[config.mk]
export PLATFORM = sky130hd
export DESIGN_NAME = pf_reset_supervisor
export DESIGN_NICKNAME = d
export VERILOG_FILES = /design/src/rtl/pfr_pkg.sv /design/src/rtl/pfr_hold_cnt.sv /design/src/rtl/pfr_seq.sv /design/src/rtl/pfr_bkup_sel.sv /design/src/rtl/pf_reset_supervisor.sv
export SDC_FILE = /design/constraint.sdc
export NUM_CORES = 1
export LEC_CHECK = 0
export BUFFER_PORTS_ARGS = -buffer_cell sky130_fd_sc_hd__buf_2
export CAP_MARGIN = 20
export CORE_UTILIZATION = 40
export DETAILED_ROUTE_END_ITERATION = 8
export PLACE_DENSITY_LB_ADDON = 0.2
export SLEW_MARGIN = 10
export SYNTH_ARGS = -nofsm -noshare
export SYNTH_HDL_FRONTEND = slang
export SYNTH_SLANG_ARGS = --single-unit
export TNS_END_PERCENT = 20
[constraint.sdc]
create_clock -name clk_i -period 2.05 [get_ports clk_i]
set_clock_uncertainty 0.2 [all_clocks]
set_input_delay 0 -clock clk_i [delete_from_list [all_inputs] [get_ports clk_i]]
set_output_delay 0 -clock clk_i [all_outputs]
set_load 0.03 [all_outputs]
[src/rtl/pfr_pkg.sv]
package pfr_pkg;
  typedef enum logic [1:0] {
    PF_WAIT = 2'd0,
    PF_HOLD = 2'd1,
    PF_RUN  = 2'd2
  } pf_state_e;
endpackage

[src/rtl/pfr_hold_cnt.sv]
module pfr_hold_cnt #(
  parameter int unsigned HOLD_TICKS = 8192
) (
  input  logic clk_i,
  input  logic rst_ni,
  input  logic clr_i,
  input  logic tick_i,
  output logic last_o
);
  localparam int unsigned CW = (HOLD_TICKS > 1) ? $clog2(HOLD_TICKS) : 1;
  localparam logic [CW-1:0] LAST = CW'(HOLD_TICKS - 1);

  logic [CW-1:0] cnt_q;

  always_ff @(posedge clk_i or negedge rst_ni) begin
    if (!rst_ni)                cnt_q <= '0;
    else if (clr_i)             cnt_q <= '0;
    else if (tick_i && !last_o) cnt_q <= cnt_q + 1'b1;
  end

  assign last_o = (cnt_q == LAST);

  a_r2_cnt_in_range: assert property (@(posedge clk_i) disable iff (!rst_ni)
    cnt_q <= LAST);
  a_r4_clear_zeroes: assert property (@(posedge clk_i) disable iff (!rst_ni)
    clr_i |=> (cnt_q == '0));
endmodule

[src/rtl/pfr_seq.sv]
module pfr_seq
  import pfr_pkg::*;
(
  input  logic clk_i,
  input  logic rst_ni,
  input  logic vcc_ok_i,
  input  logic osc_run_i,
  input  logic tick_i,
  input  logic last_i,
  output logic in_hold_o,
  output logic released_o
);
  pf_state_e state_q, state_d;

  always_comb begin
    state_d = state_q;
    if (!vcc_ok_i) state_d = PF_WAIT;
    else begin
      case (state_q)
        PF_WAIT: if (osc_run_i)        state_d = PF_HOLD;
        PF_HOLD: if (tick_i && last_i) state_d = PF_RUN;
        PF_RUN:                        state_d = PF_RUN;
        default:                       state_d = PF_WAIT;
      endcase
    end
  end

  always_ff @(posedge clk_i or negedge rst_ni) begin
    if (!rst_ni) state_q <= PF_WAIT;
    else         state_q <= state_d;
  end

  assign in_hold_o  = (state_q == PF_HOLD);
  assign released_o = (state_q == PF_RUN);

  a_r3_hold_needs_osc: assert property (@(posedge clk_i) disable iff (!rst_ni)
    $rose(in_hold_o) |-> $past(osc_run_i && vcc_ok_i));
  a_r2_release_on_tick: assert property (@(posedge clk_i) disable iff (!rst_ni)
    $rose(released_o) |-> $past(tick_i && last_i));
endmodule

[src/rtl/pfr_bkup_sel.sv]
module pfr_bkup_sel (
  input  logic clk_i,
  input  logic rst_ni,
  input  logic vcc_ok_i,
  input  logic vcc_above_bkup_i,
  input  logic vpf_above_bkup_i,
  output logic use_backup_o
);
  logic sel_d;

  // threshold above battery: switch at battery level, else at threshold
  assign sel_d = vpf_above_bkup_i ? !vcc_above_bkup_i : !vcc_ok_i;

  always_ff @(posedge clk_i or negedge rst_ni) begin
    if (!rst_ni) use_backup_o <= 1'b0;
    else         use_backup_o <= sel_d;
  end

  a_r7_bkup_high_vpf: assert property (@(posedge clk_i) disable iff (!rst_ni)
    (vpf_above_bkup_i && !vcc_above_bkup_i) |=> use_backup_o);
  a_r7_bkup_low_vpf: assert property (@(posedge clk_i) disable iff (!rst_ni)
    (!vpf_above_bkup_i && vcc_ok_i) |=> !use_backup_o);
endmodule

[src/rtl/pf_reset_supervisor.sv]
module pf_reset_supervisor #(
  parameter int unsigned HOLD_TICKS = 8192
) (
  input  logic clk_i,
  input  logic rst_ni,
  input  logic vcc_ok_i,
  input  logic vcc_above_bkup_i,
  input  logic vpf_above_bkup_i,
  input  logic osc_run_i,
  input  logic tick_i,
  output logic rst_n_o,
  output logic access_block_o,
  output logic use_backup_o
);
  logic in_hold, released, last;

  pfr_hold_cnt #(.HOLD_TICKS(HOLD_TICKS)) i_cnt (
    .clk_i  (clk_i),
    .rst_ni (rst_ni),
    .clr_i  (!in_hold),
    .tick_i (tick_i),
    .last_o (last)
  );

  pfr_seq i_seq (
    .clk_i      (clk_i),
    .rst_ni     (rst_ni),
    .vcc_ok_i   (vcc_ok_i),
    .osc_run_i  (osc_run_i),
    .tick_i     (tick_i),
    .last_i     (last),
    .in_hold_o  (in_hold),
    .released_o (released)
  );

  pfr_bkup_sel i_bkup (
    .clk_i            (clk_i),
    .rst_ni           (rst_ni),
    .vcc_ok_i         (vcc_ok_i),
    .vcc_above_bkup_i (vcc_above_bkup_i),
    .vpf_above_bkup_i (vpf_above_bkup_i),
    .use_backup_o     (use_backup_o)
  );

  always_ff @(posedge clk_i or negedge rst_ni) begin
    if (!rst_ni) access_block_o <= 1'b1;
    else         access_block_o <= !vcc_ok_i;
  end

  assign rst_n_o = released;

  a_r1_fail_asserts_rst: assert property (@(posedge clk_i) disable iff (!rst_ni)
    !vcc_ok_i |=> !rst_n_o);
  a_r6_block_on_fail: assert property (@(posedge clk_i) disable iff (!rst_ni)
    !vcc_ok_i |=> access_block_o);
  a_r6_release_unblocked: assert property (@(posedge clk_i) disable iff (!rst_ni)
    rst_n_o |-> !access_block_o);
endmodule

# Yosys cells after proc, flatten, opt, wreduce, memory -nomap -nowiden

Index checks and enable logic that the tools add are counted.

RAM bits: 0
Register bits: 17
Input bits: 7
Memory bits (read-only): 0
Latch bits: 0
Memories kept: 0

Bitwise logic cells: 0
Reductions and logical operators: 7
Multiply operators: 0
Order comparisons: 0
Shifts and indexed selects: 0
Div/mod/pow operators: 0
Add/sub/neg operators: 1
Mux-type cells: 7
Equal/unequal tests: 6

Operators by type and width:

| operator                                                              | count |
|---|---|
| 13-bit 2-to-1 mux                                                     | 2 |
| 13-bit by 1-bit adder with 13-bit output, second input constant       | 1 |
| 13-bit equality test, second input constant                           | 1 |
| 2-bit 2-to-1 mux                                                      | 3 |
| 3-bit != test, second input constant                                  | 2 |
| 2-bit one-hot mux with 3 select lines                                 | 1 |
| 1-bit logical NOT                                                     | 3 |
| 2-bit by 1-bit equality test with 1-bit output, second input constant | 1 |
| 2-bit equality test, second input constant                            | 1 |
| 1-bit logical AND                                                     | 2 |
| 2-bit logical NOT                                                     | 1 |
| 2-bit != test, second input constant                                  | 1 |
| 2-bit AND reduction                                                   | 1 |
| 1-bit 2-to-1 mux                                                      | 1 |

# Logic depth before layout (Yosys ltp)

Word-level depth: 5
Mapped depth: 6
Depth with buffers taken out: 6

# Modules after synthesis

Synthesis repeated with hierarchy kept, for this count alone.

Cells, all modules: 97
Area, all modules: 945.9 µm²

Modules (own cells, without submodules):

| module              | area each (µm²) | sequential area each (µm²) | cells each | instances |
|---|---|---|---|---|
| pfr_hold_cnt        | 725.7           | 325.3                      | 77         | 1 |
| pfr_seq             | 151.4           | 50.0                       | 15         | 1 |
| pfr_bkup_sel        | 35.0            | 25.0                       | 2          | 1 |
| pf_reset_supervisor | 33.8            | 26.3                       | 3          | 1 |

# Least setup slack after synthesis

OpenSTA, ideal clock, no wires.

Kind: reg2reg
From: reg i_cnt.cnt_q[0]
To: reg i_seq.state_q[1]
Cell stages (with the launch flop): 6
Arrival time: 1.518 ns
Path buffers: 0
Period minus slack after synthesis: 1.839 ns
Setup time: 0.121 ns
Path slack: 0.211 ns
Path through: dfrtp_1 -> ha_1 -> and4_4 -> or4b_4 -> a31oi_1 -> o21ai_1

Longest elaborated chain between the ends: 4

RTL lines:

| what                          | RTL line           | RTL |
|---|---|---|
| start, declared               | pfr_hold_cnt.sv:13 | `logic [CW-1:0] cnt_q;` |
| start signal, assigned        | pfr_hold_cnt.sv:18 | `else if (tick_i && !last_o) cnt_q <= cnt_q + 1'b1;` |
| 13-bit equality test          | pfr_hold_cnt.sv:21 | `assign last_o = (cnt_q == LAST);` |
| 1-bit logical AND             | pfr_seq.sv:21      | `PF_HOLD: if (tick_i && last_i) state_d = PF_RUN;` |
| 3-bit != test (no line)       | n/a                |  |
| 2-bit AND reduction (no line) | n/a                |  |
| end signal, assigned          | pfr_seq.sv:30      | `else state_q <= state_d;` |
| end, declared                 | pfr_seq.sv:13      | `pf_state_e state_q, state_d;` |

No other way between the ends.
A chain may end at the register's enable or synchronous reset.

# Worst setup path in the final report

Ends and elaborated chain as after synthesis.

==> results by group <==
Status
  • Run status: completed

Global routing
  • Routing usage on met2: 30.2%
  • GRT overflow: 0
  • Initial antenna violation count: 0
  • Most Used Layer, Global Route: met2
  • GRT met3 Usage: 3.57%
  • Total GRT Usage: a little under a fifth
  • Largest net degree at the start of global routing: 17
  • GRT met1 Usage: 23.4%
  • Vias in the first global route: 802
  • First-pass GRT wire length: ~3.5 mm

Logic synthesis
  • Mapped cell area: 953 sq um
  • Largest family of logic cells by synthesized area: simple AND/OR/NAND/NOR gates
  • Top cells by area, synth: dfrtp_1 42%, ha_1 5.2%, nand3_1 4.2%, nor2_1 3.5%, dfstp_2 2.8%
  • Area leader, netlist: dfrtp_1
  • Syn_nets: 106
  • Synth top area share: 42.0%
  • EDFF count, synth: 0
  • Post-Synth Adder-Cell Area: 5.25%
  • FFs w/ async S/R, synth: between 90% and 100%
  • Syn avg cell area: 10.0 sq um
  • #FFs+latches synth: 17
  • Mux share of post-synthesis cell area: about 1.0%
  • Register area share after synthesis: between 40% and 50%
  • Warnings from Yosys: 0
  • Synth Area in Compound Gates: 18.8%
  • Synth Flop Type: dfrtp_1
  • Simple-gate share of the synthesized area: 25.1%
  • Synth cell types: 36
  • Synth Instances: 95
  • Post-Synth XOR/XNOR Area: 2.76%

Setup path
  • Worst-path fanout max: 6
  • WP data required: about 2 ns
  • Critical-path top delay cell: or4b_4
  • Critical path's largest stage delay: 0.50 ns
  • CP top delay family: simple AND/OR/NAND/NOR gates
  • CP bufs+invs: 0
  • WP data arrival: ~1.9 ns
  • CP Launch Type: flop
  • CP endpoint kind: flop
  • Crit path kind: reg -> reg
  • CP cell instances: ha_2, and4_4, or4b_4, a31oi_1, o21ai_1

Cells and area
  • Final Non-Filler Cells: 144
  • Diode count: 0
  • Synthesis-to-finish area growth: 20.2%
  • Fillcell total: 217
  • Fraction of layout cells with a size suffix above 1: 19.0%
  • Fin util: 51.3%
  • Nets: between 100 and 150

Timing
  • Final hold slack: 0.276 ns
  • Max transition margin: 48.8%
  • FMAX: 515 MHz
  • Slew at the pin closest to its max-slew limit: 0.765 ns
  • Final worst path period need: between 1.5 and 2 ns
  • Final setup vio count: 0
  • Final worst-path cycle share: between 90 and 100%
  • RSZ-0062 raised after global routing: no
  • Final Max Slew Viols: 0
  • Final TNS setup: 0 ns
  • Fin. Hold Viols: 0

Power and ir drop
  • Leak Pwr: 0.477 nW
  • Worst vdd ir: 0.000510 V
  • Power per standard cell area: 700 nW/um^2

Detailed routing
  • Avg WL per Cell: about 14 microns
  • Vias/cell: 5.50
  • Pre-antenna DRT Iters: 4
  • DRT iter0 DRCs: 9
  • DR DRC count: 0
  • ANT nets after route: 0
  • Vias post-DR: 792
  • Total Wirelength: 1.99 mm

Die
  • Die Wd: between 50 and 60 microns
  • Initial Util: 42.7%
  • IO Pins: 10
  • Die area: 2580 sq um
  • Num rows: 17
  • Die Height: 50.8 microns
  • CORE AREA: 2230 sq um

Clock network
  • Bufs on Longest Clock Path: 2
  • TritonCTS clock tree: yes
  • CTS root buffer: clkbuf_4
  • Post-CTS setup buffers: 0
  • CTS Sinks: 17
  • H-tree levels: 1
  • CTS clk-pin slew, worst paths: 0.10 ns
  • CTS buffer count: 3
  • Clock latency on the worst-skew pair: 0.28 ns

Run
  • Max-cap violations: 0

Placed design
  • Final Wtd Congestion: 0.770
  • IO buf count: 9
  • Placed Cells incl. Taps: 132
  • Dpl hpwl: 1.32 mm

Min path
  • Min-Delay Path Class: in -> reg
==> state kept, by name (all words and copies together), names as in the netlist <==
signal / count
i_seq.state_q: 2
i_bkup.use_backup_o: 1
access_block_o: 1
i_cnt.cnt_q: 13
==> cells in the mapped netlist (3+ instances only) <==
master and instances:
ha_1 4, o31ai_1 3, nand3_1 8, nand2_1 6, o21a_1 3, nor2_1 9
xor2_1 3, inv_1 4, dfrtp_1 16, or4_1 3, a21oi_1 5, nor3_1 4
==> metrics by stage <==
step | cell area (sq um) | setup WS, ns | power, mW
2_1_floorplan | 953 | 0.211 | 0.548
3_3_place_gp | 1040 | 0.151 | 0.615
3_5_place_dp | 1040 | 0.121 | 0.623
4_1_cts | 1140 | 0.0968 | 0.814
5_1_grt | 1150 | 0.00613 | 0.867
6_report | 1150 | 0.108 | 0.803
==> cells in the final DEF (no fill, tap or decap), types with 2 or more instances in the layout <==
cell type	count
clkbuf_4	3
a31oi_1	2
o21ai_0	2
buf_2	9
nand3_1	8
nor2_1	9
nor3_1	4
nand3_2	2
ha_1	3
nand2_1	6
or4_1	3
o31ai_1	3
inv_1	4
dfrtp_1	16
dlygate4sd3_1	8
o21a_1	3
xor2_1	3
a21oi_1	5
==> kinds of logic after synthesis <==
kind of cell               after synthesis
buffers and inverters                    6
xor gates and xnor gates                 3
muxes                                    1
AOI/OAI and AO/OA                       24
adders and majority gates                4
and+or+nand+nor                         40
DFF                                     17
==> report_power, final <==
part / internal (mW) / switching (mW) / leakage (nW)
clock network: 0.0755 / 0.101 / 0.0150
logic: 0.0921 / 0.150 / 0.232
registers: 0.363 / 0.0219 / 0.230
total: 0.530 / 0.272 / 0.477
==> worst paths after layout <==
kind | end | from | cells after the start | slack [ns]
max reg2reg | i_seq.state_q[1] | i_cnt.cnt_q[0] | 5 | 0.11
max in group asynchronous | i_cnt.cnt_q[5] | rst_ni | 3 | 0.52
min reg2reg | i_cnt.cnt_q[1] | i_cnt.cnt_q[1] | 2 | 0.34
max | i_seq.state_q[1] | i_cnt.cnt_q[0] | 5 | 0.11
min | access_block_o | vcc_ok_i | 3 | 0.28
min in group asynchronous | access_block_o | rst_ni | 3 | 0.54
==> area by class of cell <==
cell class | count | area (sq um) | share of cell area [%]
multi-input cells | 72 | 507 | 44.2
flip-flops and latches | 17 | 427 | 37.2
repair buffers | 18 | 133 | 11.6
well taps | 28 | 35.0 | 3.06
clock buffers | 4 | 26.3 | 2.29
inverters | 5 | 18.8 | 1.64
==> layer usage <==
| layer | routed length (microns) | up-vias |
|---|---|---|
| li1 | - | 402 |
| met1 | 951 | 378 |
| met2 | 964 | 8 |
| met3 | 33 | 4 |
| met4 | 40 | 0 |
| met5 | 0 | - |
==> worst register-to-register path, cell delays in order (launching register included) <==
cell and delay (ns):
dfrtp_1 0.39, ha_2 0.22, and4_4 0.26, or4b_4 0.50, a31oi_1 0.19, o21ai_1 0.07
==> what timing repair did <==
action | in CTS | in global routing
hold buffers | 8 | 0
endpoints found under the hold margin | 24 | 0
gates resized for setup | 0 | 1
setup endpoints to repair | 0 | 1
No activity file was read; power rests on OpenSTA's default activity.
